**config.mk**
```make
export PLATFORM = sky130hd
export DESIGN_NAME = dram_lane_strobe_router
export DESIGN_NICKNAME = d
export VERILOG_FILES = /design/src/rtl/dls_pkg.sv /design/src/rtl/dls_bank_hold.sv /design/src/rtl/dls_lane_gate.sv /design/src/rtl/dram_lane_strobe_router.sv
export SDC_FILE = /design/constraint.sdc
export NUM_CORES = 1
export LEC_CHECK = 0
export BUFFER_PORTS_ARGS = -buffer_cell sky130_fd_sc_hd__buf_2
export CORE_AREA = 2 2 39 41
export DETAILED_ROUTE_END_ITERATION = 7
export DIE_AREA = 0 0 41 43
export HOLD_SLACK_MARGIN = 0.02
export PLACE_DENSITY = 0.52
export SYNTH_ARGS = -nofsm -noshare
export SYNTH_HDL_FRONTEND = slang
export SYNTH_SLANG_ARGS = --single-unit
```
**constraint.sdc**
```tcl
create_clock -name clk -period 1.05 [get_ports clk]
set_input_delay 0.315 -clock clk [delete_from_list [all_inputs] [get_ports clk]]
set_output_delay 0.315 -clock clk [all_outputs]
set_load 0.03 [all_outputs]
```
**src/rtl/dls_pkg.sv**
```systemverilog
package dls_pkg;
  function automatic int strobe_index(input int bank, input int lane, input int lanes);
    return bank * lanes + lane;
  endfunction
endpackage

```
**src/rtl/dls_bank_hold.sv**
```systemverilog
module dls_bank_hold #(
  parameter int NUM_BANKS = 4,
  localparam int BW = $clog2(NUM_BANKS)
) (
  input  logic          clk,
  input  logic          rst_n,
  input  logic          row_n,
  input  logic          video_req,
  input  logic [BW-1:0] bank_addr,
  output logic [BW-1:0] sel_now
);
  localparam logic [BW-1:0] TOP_BANK = BW'(NUM_BANKS - 1);

  logic [BW-1:0] sel_q;

  // Open window while row strobe idles; frozen otherwise.
  always_comb begin
    if (row_n) sel_now = video_req ? TOP_BANK : bank_addr;
    else       sel_now = sel_q;
  end

  always_ff @(posedge clk) begin
    if (!rst_n) sel_q <= '0;
    else        sel_q <= sel_now;
  end

  // the held bank does not move while the row strobe is low
  p_hold_in_row_r2: assert property (@(posedge clk) disable iff (!rst_n)
    !row_n |=> $stable(sel_q));

  // a video fetch seen in the open window keeps the top bank into the row cycle
  p_video_sticks_r4: assert property (@(posedge clk) disable iff (!rst_n)
    (row_n && video_req) ##1 !row_n |-> sel_now == TOP_BANK);

  // reset clears the held bank
  p_reset_zero_r8: assert property (@(posedge clk)
    !rst_n |=> sel_q == '0);
endmodule

```
**src/rtl/dls_lane_gate.sv**
```systemverilog
module dls_lane_gate
  import dls_pkg::*;
#(
  parameter int NUM_BANKS = 4,
  parameter int NUM_LANES = 2,
  localparam int BW = $clog2(NUM_BANKS),
  localparam int NOUT = NUM_BANKS * NUM_LANES
) (
  input  logic                 clk,
  input  logic                 rst_n,
  input  logic [BW-1:0]        sel,
  input  logic [NUM_LANES-1:0] col_n,
  input  logic                 phase_n,
  output logic [NOUT-1:0]      strobe_n
);
  logic [NUM_BANKS-1:0] bank_low;

  for (genvar b = 0; b < NUM_BANKS; b++) begin : g_bank
    for (genvar l = 0; l < NUM_LANES; l++) begin : g_lane
      localparam int IDX = strobe_index(b, l, NUM_LANES);
      always_ff @(posedge clk) begin
        if (!rst_n) strobe_n[IDX] <= 1'b1;
        else        strobe_n[IDX] <= !((sel == BW'(b)) && !col_n[l] && !phase_n);
      end
    end
    assign bank_low[b] = ~&strobe_n[b*NUM_LANES +: NUM_LANES];
  end

  // at most one bank drives any strobe low
  p_one_bank_r9: assert property (@(posedge clk) disable iff (!rst_n)
    $onehot0(bank_low));

  // a high phase releases everything on the next cycle
  p_phase_release_r5: assert property (@(posedge clk) disable iff (!rst_n)
    phase_n |=> &strobe_n);

  // idle column strobes keep all outputs high
  p_col_idle_r6: assert property (@(posedge clk) disable iff (!rst_n)
    &col_n |=> &strobe_n);

  // reset drives all outputs high
  p_reset_high_r8: assert property (@(posedge clk)
    !rst_n |=> &strobe_n);
endmodule

```
**src/rtl/dram_lane_strobe_router.sv**
```systemverilog
module dram_lane_strobe_router #(
  parameter int NUM_BANKS = 4,
  parameter int NUM_LANES = 2,
  localparam int BANK_BITS = $clog2(NUM_BANKS),
  localparam int NOUT = NUM_BANKS * NUM_LANES
) (
  input  logic                 clk,
  input  logic                 rst_n,
  input  logic                 row_n,
  input  logic [NUM_LANES-1:0] col_n,
  input  logic                 phase_n,
  input  logic                 video_req,
  input  logic [BANK_BITS-1:0] bank_addr,
  output logic [NOUT-1:0]      strobe_n
);
  logic [BANK_BITS-1:0] sel_now;

  dls_bank_hold #(.NUM_BANKS(NUM_BANKS)) u_hold (
    .clk(clk), .rst_n(rst_n), .row_n(row_n), .video_req(video_req),
    .bank_addr(bank_addr), .sel_now(sel_now)
  );

  dls_lane_gate #(.NUM_BANKS(NUM_BANKS), .NUM_LANES(NUM_LANES)) u_gate (
    .clk(clk), .rst_n(rst_n), .sel(sel_now), .col_n(col_n),
    .phase_n(phase_n), .strobe_n(strobe_n)
  );

  // a lane strobe can only be low if its column strobe was low one cycle earlier
  p_latency_r10: assert property (@(posedge clk) disable iff (!rst_n)
    !strobe_n[0] |-> $past(!col_n[0] && !phase_n));
endmodule

```
==> results.sh <==
export IMPL_fin_nets=60
export IMPL_ys_warnings_count=0
export IMPL_drcViolationCount=0
export IMPL_port_buffers=16
export IMPL_synthToLayoutAreaGrowth_pct=63.8
export IMPL_required_ns=0.73
export IMPL_syn_inst=28
export IMPL_fin_crit_sh=0.968
export IMPL_critPathArrivalTime_ns=0.70
export IMPL_drt_iter0_markers=6
export IMPL_busiest_layer="met1"
export IMPL_n_antenna_cell=0
export IMPL_grt_antenna_before_repair=0
export IMPL_hp_start="rst_n"
export IMPL_critical_path_max_stage_delay_ns=0.32
export IMPL_yosys_register_bits=10
export IMPL_cts_tree="yes"
export IMPL_cts_sinks=10
export IMPL_worst_slew_pin_slew_ns=0.233
export IMPL_yosysSeqAreaShare=0.650
export IMPL_synth_top_cell_area_share=0.650
export IMPL_layout_drive_gt1_share=0.633
export IMPL_fin_util=0.364
export IMPL_post_route_min_period_ns=1.02
export IMPL_cpLargestDelayFamily="flip-flops"
export IMPL_ir_drop_mv=0.564
export IMPL_worstPathCellList="buf_6"
export IMPL_grt_pass1_wl_um=966
export IMPL_die_x_um=41
export IMPL_routabilityCongestion=0.731
export IMPL_r2r_cells=2
export IMPL_grt_max_degree=6
export IMPL_met3_usage=0.0785
export IMPL_hold_viol_final=0
export IMPL_wl_per_cell_um=9.20
export IMPL_max_cap_violations=0
export IMPL_clk_pin_slew_worst_paths_ns=0.06
export IMPL_design_area_um2=504
export IMPL_worstSetupStartpoint="u_gate.strobe_n[0]$_SDFF_PN1_"
export IMPL_relSlewSlack=0.844
export IMPL_reg2reg_to="u_hold.sel_q[1]$_SDFF_PN0_"
export IMPL_row_count=14
export IMPL_path_class="flop to primary output"
export IMPL_netlist_area_um2=308
export IMPL_synth_avg_cell_area_um2=11.0
export IMPL_ys_top_cells_by_area="dfxtp_1 65%, nand3_1 13%, o22a_2 6.5%"
export IMPL_cp_end_kind="primary output"
export IMPL_cts_setup_buffers=0
export IMPL_grt_setup_unrepaired="false"
export IMPL_cts_inserted_buffers=3
export IMPL_path_buf_inv=1
export IMPL_fillers=140
export IMPL_vias_per_cell=4.14
export IMPL_grt_usage=0.0855
export IMPL_finalNonFillerCells=65
export IMPL_htreeDepth=1
export IMPL_hold_path_depth=2
export IMPL_firstDrtPassIters=4
export IMPL_regToRegSetupSlack_ns=0.21
export IMPL_dp_cells=62
export IMPL_pre_cts_slack_ns=-0.0601
export IMPL_r2r_start="u_hold.sel_q[1]$_SDFF_PN0_"
export IMPL_wl_um=598
export IMPL_cp_slowest_cell="dfxtp_1"
export IMPL_final_antenna_net_count=0
export IMPL_clock_latency_ns=0.25
export IMPL_io_pins=17
export IMPL_coreArea_um2=1380
export IMPL_use_met2=0.103
export IMPL_setup_violations=0
export IMPL_num_vias=269
export IMPL_power_density_nw_per_um2=1470
export IMPL_cellLeakagePower_nw=0.205
export IMPL_fin_skew_ns=0.00315
export IMPL_dpl_instance_area_um2=423
export IMPL_gr_usage_met1=0.110
export IMPL_die_area_um2=1760
export IMPL_syn_nets=37
export IMPL_critPathLaunchType="flop"
export IMPL_die_y_um=43
export IMPL_cts_root_buffer="clkbuf_4"
export IMPL_fmax_ghz=0.984
export IMPL_start_util=0.222
export IMPL_hp_class="input port to flop"
export IMPL_slew_violations=0
export IMPL_synthDistinctLibCells=8
export IMPL_grt_pass1_vias=255
export IMPL_synth_largest_area_cell="dfxtp_1"
export IMPL_worstHoldEndpoint="u_hold.sel_q[0]$_SDFF_PN0_"
export IMPL_path_max_fanout=1
export IMPL_outcome="complete, no violations"
export IMPL_grt_overflow_total=0
export IMPL_fin_ws_ns=0.0337
export IMPL_ctsLongestPathBuffers=2
export IMPL_fin_tns_setup_ns=0
## kinds of logic after synthesis
group | count (synthesis) | share of synthesized area
and+or+nand+nor | 14 | 0.244
DFF | 10 | 0.650
AOI/OAI and AO/OA | 4 | 0.106
## repair_timing
item,in CTS,in global routing
resized for setup,8,15
hold buffers,0,0
setup endpoints to repair,8,8
gates cloned,0,0
## layer usage
metal  share of wire  routed length [µm]
met1            0.48                 285
met2            0.41                 245
met3            0.11                  66
met4               0                   0
met5               0                   0
## layout make-up
class	count	area, µm²	area share
repair buffers	18	145	0.288
multi-input cells	18	108	0.213
flip-flops and latches	10	209	0.414
well taps	16	20.0	0.0397
clock buffers	3	22.5	0.0447
## cells in the mapped netlist
master    number
nand2b_2       1
o22a_2         2
and2_1         2
nand2b_1       1
nand3_1        8
o22ai_1        2
nor2_1         2
dfxtp_1       10
## registers in the layout (all words and copies together), names as in the netlist
register	count
u_hold.sel_q	2
u_gate.strobe_n	8
## stage by stage
step	power, W	hold slack (ns)
after floorplan	0.000454	0.437
after global placement	0.000495	0.545
after detailed placement	0.000495	0.546
after CTS	0.000747	0.278
after global routing	0.000783	0.291
final	0.000739	0.286
## where the power goes
part / switching [W] / internal, W
sequential: 0.00000575 / 0.000393
combinational: 0.0000485 / 0.0000492
clock: 0.000111 / 0.000131
## worst max-delay path by stage
stage / slack, ns / cells past startpoint / end
floorplan: 0.09 / 3 / u_hold.sel_q[1]$_SDFF_PN0_
global placement: -0.05 / 4 / u_hold.sel_q[1]$_SDFF_PN0_
detailed placement: -0.06 / 4 / u_hold.sel_q[0]$_SDFF_PN0_
CTS: 0.01 / 1 / strobe_n[2]
global route: 0.002 / 1 / strobe_n[0]
finish: 0.03 / 1 / strobe_n[0]
## cell usage in the layout (no fill, tap or decap)
cell	n
o22a_2	2
nand2b_2	1
nand2b_1	1
buf_2	8
nor2_1	2
o22ai_1	2
buf_4	2
buf_6	8
dfxtp_2	7
dfxtp_1	3
and2_1	2
nand3_1	8
clkbuf_4	3
No activity file was read; power rests on OpenSTA's default activity.
